### config.mk
export PLATFORM = sky130hd
export DESIGN_NAME = msr_update_unit
export DESIGN_NICKNAME = d
export VERILOG_FILES = /design/src/rtl/msr_pkg.sv /design/src/rtl/msr_priv_check.sv /design/src/rtl/msr_next_calc.sv /design/src/rtl/msr_update_unit.sv
export SDC_FILE = /design/constraint.sdc
export NUM_CORES = 1
export LEC_CHECK = 0
export BUFFER_PORTS_ARGS = -buffer_cell sky130_fd_sc_hd__buf_4
export CAP_MARGIN = 15
export CELL_PAD_IN_SITES_DETAIL_PLACEMENT = 1
export CELL_PAD_IN_SITES_GLOBAL_PLACEMENT = 1
export CORE_UTILIZATION = 33
export CTS_BUF_LIST = sky130_fd_sc_hd__clkbuf_8 sky130_fd_sc_hd__clkbuf_16
export DETAILED_ROUTE_END_ITERATION = 8
export GPL_ROUTABILITY_DRIVEN = 0
export HOLD_SLACK_MARGIN = 0.02
export PLACE_DENSITY_LB_ADDON = 0.1
export SETUP_SLACK_MARGIN = 0.3
export SYNTH_ARGS = -nofsm -noshare
export SYNTH_HDL_FRONTEND = slang
export SYNTH_SLANG_ARGS = --single-unit
export TNS_END_PERCENT = 1
### constraint.sdc
create_clock -name clk -period 2.07 [get_ports clk]
set_input_delay 0.207 -clock clk [delete_from_list [all_inputs] [get_ports clk]]
set_output_delay 0.207 -clock clk [all_outputs]
set_load 0.005 [all_outputs]
### src/rtl/msr_pkg.sv
package msr_pkg;
  localparam int MSR_W   = 64;
  localparam int B_SF    = 63;
  localparam int B_HV    = 60;
  localparam int B_EE    = 15;
  localparam int B_PR    = 14;
  localparam int B_ME    = 12;
  localparam int B_IR    = 5;
  localparam int B_DR    = 4;
  localparam int B_RI    = 1;
  localparam int B_LE    = 0;

  typedef enum logic [2:0] {
    OPC_NONE  = 3'd0,
    OPC_MTMSR = 3'd1,
    OPC_RFI   = 3'd2,
    OPC_MFMSR = 3'd3,
    OPC_MTSPR = 3'd4,
    OPC_MFSPR = 3'd5,
    OPC_PRIV  = 3'd6,
    OPC_OTHER = 3'd7
  } msr_op_e;

  function automatic logic [MSR_W-1:0] bitm(input int pos);
    logic [MSR_W-1:0] m;
    m = '0;
    m[pos] = 1'b1;
    return m;
  endfunction

  localparam logic [MSR_W-1:0] M_RESET  = bitm(B_SF) | bitm(B_LE);
  localparam logic [MSR_W-1:0] M_IRQCLR = bitm(B_PR) | bitm(B_IR) | bitm(B_DR) | bitm(B_RI);
  localparam logic [MSR_W-1:0] M_RET    = bitm(B_SF) | bitm(B_EE) | bitm(B_PR) | bitm(B_ME)
                                        | bitm(B_IR) | bitm(B_DR) | bitm(B_RI) | bitm(B_LE);
  localparam logic [MSR_W-1:0] M_MT_ALL = ~(bitm(B_HV) | bitm(B_ME) | bitm(B_LE));
  localparam logic [MSR_W-1:0] M_MT_L1  = bitm(B_EE) | bitm(B_RI);
  localparam logic [MSR_W-1:0] M_PRSET  = bitm(B_EE) | bitm(B_IR) | bitm(B_DR);
endpackage

### src/rtl/msr_priv_check.sv
module msr_priv_check
  import msr_pkg::*;
(
  input  msr_op_e op,
  input  logic    spr_hi,
  input  logic    pr,
  output logic    fault
);
  logic is_priv;

  always_comb begin
    unique case (op)
      OPC_MTMSR, OPC_RFI, OPC_MFMSR, OPC_PRIV: is_priv = 1'b1;
      OPC_MTSPR, OPC_MFSPR:                    is_priv = spr_hi;
      default:                                 is_priv = 1'b0;
    endcase
    fault = pr & is_priv;
  end
endmodule

### src/rtl/msr_next_calc.sv
module msr_next_calc
  import msr_pkg::*;
(
  input  logic [MSR_W-1:0] cur,
  input  logic [MSR_W-1:0] src,
  input  logic [MSR_W-1:0] saved,
  input  logic             irq,
  input  msr_op_e          op,
  input  logic             l_sel,
  output logic [MSR_W-1:0] nxt,
  output logic             writes
);
  logic [MSR_W-1:0] merged;
  logic [MSR_W-1:0] mask;
  logic [MSR_W-1:0] pick;

  always_comb begin
    mask   = '0;
    pick   = src;
    writes = 1'b0;
    if (op == OPC_RFI) begin
      mask   = M_RET;
      pick   = saved;
      writes = 1'b1;
    end else if (op == OPC_MTMSR) begin
      mask   = l_sel ? M_MT_L1 : M_MT_ALL;
      writes = 1'b1;
    end
    merged = (cur & ~mask) | (pick & mask);
    if (merged[B_PR]) merged = merged | M_PRSET;

    if (irq) begin
      nxt    = (cur & ~M_IRQCLR) | M_RESET;
      writes = 1'b1;
    end else begin
      nxt = merged;
    end
  end
endmodule

### src/rtl/msr_update_unit.sv
module msr_update_unit
  import msr_pkg::*;
#(
  parameter int XLEN = MSR_W
) (
  input  logic            clk,
  input  logic            rst,
  input  logic            op_valid,
  input  logic [2:0]      op_code,
  input  logic [XLEN-1:0] src_val,
  input  logic [XLEN-1:0] saved_val,
  input  logic            irq_take,
  input  logic            l_field,
  input  logic            spr_num_hi,
  output logic [XLEN-1:0] msr_q,
  output logic [XLEN-1:0] rd_data,
  output logic            priv_fault
);
  msr_op_e        op_eff;
  logic           fault_c;
  logic [XLEN-1:0] nxt_c;
  logic           writes_c;
  logic           accept;

  assign op_eff = op_valid ? msr_op_e'(op_code) : OPC_NONE;
  assign accept = op_valid & ~irq_take & ~fault_c;

  msr_priv_check u_priv (
    .op     (op_eff),
    .spr_hi (spr_num_hi),
    .pr     (msr_q[B_PR]),
    .fault  (fault_c)
  );

  msr_next_calc u_next (
    .cur    (msr_q),
    .src    (src_val),
    .saved  (saved_val),
    .irq    (irq_take),
    .op     (op_eff),
    .l_sel  (l_field),
    .nxt    (nxt_c),
    .writes (writes_c)
  );

  always_ff @(posedge clk) begin
    if (rst) begin
      msr_q      <= M_RESET;
      rd_data    <= '0;
      priv_fault <= 1'b0;
    end else begin
      priv_fault <= fault_c & ~irq_take;
      if (irq_take || (accept && writes_c)) msr_q <= nxt_c;
      if (accept && op_eff == OPC_MFMSR) rd_data <= msr_q;
    end
  end


  reset_value_chk: assert property (@(posedge clk) disable iff (rst)
    $past(rst) |-> (msr_q == M_RESET && rd_data == '0 && !priv_fault));


  irq_entry_chk: assert property (@(posedge clk) disable iff (rst)
    irq_take |=> (msr_q[B_SF] && msr_q[B_LE] && !msr_q[B_PR] && !msr_q[B_IR]
                  && !msr_q[B_DR] && !msr_q[B_RI]
                  && msr_q[B_EE] == $past(msr_q[B_EE])
                  && msr_q[B_HV] == $past(msr_q[B_HV])));


  pr_forces_xlate_chk: assert property (@(posedge clk) disable iff (rst)
    msr_q[B_PR] |-> (msr_q[B_EE] && msr_q[B_IR] && msr_q[B_DR]));


  fault_needs_pr_chk: assert property (@(posedge clk) disable iff (rst)
    priv_fault |-> $past(msr_q[B_PR]));


  fault_holds_chk: assert property (@(posedge clk) disable iff (rst)
    priv_fault |-> ($stable(msr_q) && $stable(rd_data)));


  mt_keep_chk: assert property (@(posedge clk) disable iff (rst)
    (op_valid && !irq_take && op_code == 3'd1 && !l_field && !msr_q[B_PR])
      |=> $stable({msr_q[B_HV], msr_q[B_ME], msr_q[B_LE]}));
endmodule

### Word level (Yosys, flattened, before mapping)

Index checks and enable logic that the tools add are counted.

| storage, ports and cells | value |
|---|---|
| bits in registers | 129 |
| input bits | 137 |
| output and inout bits | 129 |

| operators by class | value |
|---|---|
| equal/unequal tests | 6 |
| muxes and demuxes | 11 |
| bitwise operators | 10 |
| reduce and logical (&&, ||, !) cells | 6 |

Operators with widths:

| cell | number |
|---|---|
| $mux 64 | 5 |
| $and 64x64->64 | 2 |
| $not 64->64 | 1 |
| $or 64x64->64 | 1 |
| $mux 16 | 1 |
| $eq 3x3->1 const B | 3 |
| $eq 3x2->1 const B | 2 |
| $and 1x1->1 | 4 |
| $reduce_or 4->1 | 1 |
| $eq 3x1->1 const B | 1 |
| $mux 1 | 3 |
| $mux 3 | 1 |
| $logic_and 1x1->1 | 2 |
| $not 1->1 | 2 |
| $pmux 1 s2 | 1 |
| $reduce_and 2->1 | 1 |
| $reduce_or 2->1 | 1 |
| $logic_or 1x1->1 | 1 |

### Depth between registers and ports, before layout

| depth | value |
|---|---|
| depth after elaboration | 10 |
| gate-level depth with buffers | 8 |
| mapped depth without buffers | 5 |

### Hierarchy

From an unflattened synthesis, not the netlist that was laid out.

| unflattened totals | value |
|---|---|
| cells, all modules | 728 |
| area total of the unflattened synthesis | 6786.5 µm² |

Modules (own cells, without submodules):

| module | times used | cells each | area each (µm²) | sequential area each (µm²) |
|---|---|---|---|---|
| msr_update_unit | 1 | 497 | 5345.1 | 2582.5 |
| msr_next_calc | 1 | 226 | 1408.9 | 0.0 |
| msr_priv_check | 1 | 5 | 32.5 | 0.0 |

### Worst setup path after synthesis

No wires, ideal clock.

| timing | value |
|---|---|
| kind | in2reg |
| start | in op_code[0] |
| end | reg (tool-made name) |
| setup time | 146 ps |
| arrival time | 1526 ps |
| slack | 398 ps |
| stages | 8 |
| buffers on the path | 3 |
| cell sequence | buf_6 -> nor2b_4 -> o2111a_1 -> nor4_4 -> and2_1 -> buf_4 -> buf_6 -> a211oi_2 |

RTL lines:

| item | line | text |
|---|---|---|
| from (decl) | msr_update_unit.sv:9 | `input logic [2:0] op_code,` |

==> impl_metrics.tcl <==
set metrics [dict create \
    grt_pass1_vias 5597 \
    clock_skew_ns 0.00946 \
    ys_seq_area_share_pct 46.2 \
    max_cap_violations 0 \
    syn_area_per_cell_um2 9.19 \
    root_buffer "clkbuf_16" \
    dieArea_um2 17200 \
    synth-simple-area-share_pct 12.5 \
    wl_mm 19.1 \
    crit_family "simple AND/OR/NAND/NOR gates" \
    numCtsBuffers 17 \
    synth_mux_area_share_pct 10.0 \
    die_h_um 131 \
    ys_types 42 \
    async_reset_ff_share_pct 0 \
    start_util_pct 34.3 \
    tritoncts "done" \
    ant_nets 0 \
    setup_ws_ns 0.425 \
    synth_edf_count 0 \
    critPathKind "register to register" \
    worst_ep_arrival_time_ns 1.91 \
    max_freq_mhz 608 \
    cts_max_level 4 \
    path_clk_slew_ns 0.05 \
    finalMaxSlewViolations 0 \
    hold_buffers 0 \
    grt_antenna_before_repair 0 \
    synthXorXnorAreaFrac_pct 0.159 \
    hp-class "input port to register" \
    rsz0062_at_grt "no" \
    core_um2 16100 \
    firstDrtPassIters 5 \
    vias 5410 \
    dominantRegCellSynth "dfxtp_1" \
    grt_max_degree 49 \
    peakVddDrop_uv 555 \
    cts_sinks 127 \
    final_hold_viol_count 0 \
    critPathMaxFanout 37 \
    synthAdderAreaFrac_pct 0 \
    cp_slowest_cell "dfxtp_2" \
    ys_ff_latch 127 \
    ios 266 \
    setup_violations 0 \
    min_period_ns 1.65 \
    critical_path_buf_inv_count 1 \
    tightestPinTransition_ns 0.655 \
    clock_latency_ns 0.42 \
    cp-start-kind "register" \
    layout-drive-gt1-share_pct 42.1 \
    status "complete, no violations" \
    clockBufferDepth 2 \
    path_cells "o2111a_2, nor4_4, and2_4, buf_12, a211oi_2" \
    grt_usage_pct 22.2 \
    dp_hpwl_mm 13.7 \
    p_leak_nw 3.64 \
    dp_worst_setup_slack_ns 0.0437 \
    nNetsFinal 977 \
    finalSetupTns_ns 0 \
    syn-instance-count 599 \
    yosys_warnings 0 \
    slew_headroom_pct 56.4 \
    diodes 0 \
    end_kind "register" \
    multi_input_area_um2 2660 \
    synth-compound-area-share_pct 24.9 \
    cpPeakStageDelay_ns 0.37 \
    p_per_area_nw_per_um2 722 \
    dr.first_iter.drc_count 160 \
    io_buffers 259 \
    avgViaCountPerCell 5.06 \
    rows 46 \
    grt_pass1_wl_mm 30.1 \
    drcViolationCount 0 \
    wire_per_inst_um 17.9 \
    finalCritPeriodShare_pct 79.5 \
    grt-ovfl-total 0 \
    syn2layout_area_growth_pct 49.8 \
    die_x_um 131 \
    cp_data_required_time_ns 2.34 \
    synth_top_family_by_area "compound AO/OA/AOI/OAI gates" \
    synth_area_um2 5500 \
    fillCellCount 1850 \
    seq_area_um2 2540 \
]
synth_stat cells, types with 2 or more instances:
master    number  area [um^2]
dfxtp_1      127         2540
o22ai_1        3         18.8
buf_6         10          113
o21ai_0        3         15.0
nor3_1         4         20.0
buf_4          5         37.5
nand2_1      131          492
nor2b_1        3         18.8
clkbuf_1      31          116
nand2b_1       3         18.8
a211oi_1      14          105
a211oi_2      40          500
inv_1          3         11.3
a311oi_1       2         17.5
o21a_1         2         15.0
mux2i_1       55          551
buf_2         12         60.1
a21oi_1      119          596
nor2_1         5         18.8
a32o_1         2         20.0
a22o_1         2         17.5
nor3b_1        2         15.0
o22a_1         2         17.5
through the flow:
stage	hold WS [ns]	utilization [%]	power, mW	std cells	area (um^2)
global placement	0.442	47.4	3.04	1035	7620
finish	0.0415	51.3	5.95	1069	8240
detailed placement	0.449	47.4	3.05	1035	7620
CTS	0.0282	51.1	6.02	1068	8210
floorplan	0.354	-	2.76	600	5510
global route	0.0607	51.3	6.18	1069	8240
routing by layer:
layer  global-route usage, %  routed length (um)
met5                       0                   0
met4                    8.30                 389
met3                    7.45                1370
met2                    37.7                9440
met1                    25.7                7900
path summary, 6_finish.rpt:
kind	depth (start not counted)	end	slack (ns)	from
worst min-delay path	3	register	0.04	saved_val[12]
worst max-delay path	5	register	0.42	msr_q[14]
worst min register to register	2	rd_data[38]	0.45	rd_data[38]
worst max register to register	5	register	0.42	msr_q[14]
worst min-delay path, cell delays in order:
cell and delay, ns:
buf_4 0.08, mux2i_1 0.06, nor2_1 0.08
power by group:
part	internal (mW)	switching, mW	total (mW)	leakage [nW]
Clock	1.86	1.09	2.95	0.293
Combinational	0.276	0.246	0.523	2.32
Sequential	2.46	0.0150	2.48	1.02
Total	4.60	1.35	5.95	3.64
timing repair:
action,4_1_cts,5_1_grt
gates cloned,0,1
pin swaps,1,1
buffers inserted,1,0
endpoints found under the setup margin,50,40
gates resized for setup,3,1
cells in the final DEF, fill, tap and decap left out, types with 3 or more instances in the layout:
master / netlist / layout
nor3_1: 4 / 4
inv_1: 3 / 7
o22ai_1: 3 / 3
clkinvlp_4: 0 / 3
bufinv_16: 0 / 3
nand2b_1: 3 / 3
mux2i_1: 55 / 55
a21oi_1: 119 / 119
a211oi_2: 40 / 41
nor2b_1: 3 / 3
o21ai_0: 3 / 3
clkinv_2: 0 / 4
buf_4: 5 / 272
nand2_1: 131 / 131
a211oi_1: 14 / 13
buf_12: 0 / 5
clkbuf_16: 0 / 18
nor2_1: 5 / 5
dfxtp_1: 127 / 126
cells by family after synthesis:
logic type,after synthesis
mux,55
other cells,1
flops,127
buf+inv,61
simple gates,159
compound gates,195
xor+xnor,1
cell type report:
class | instances | area share, %
Clock buffer | 17 | 5.16
Tap cell | 216 | 3.28
Sequential cell | 127 | 30.9
Inverter | 3 | 0.137
Multi-Input combinational cell | 412 | 32.2
Clock inverter | 15 | 1.90
Timing Repair Buffer | 279 | 26.4
(Power assumes the default switching activity.)
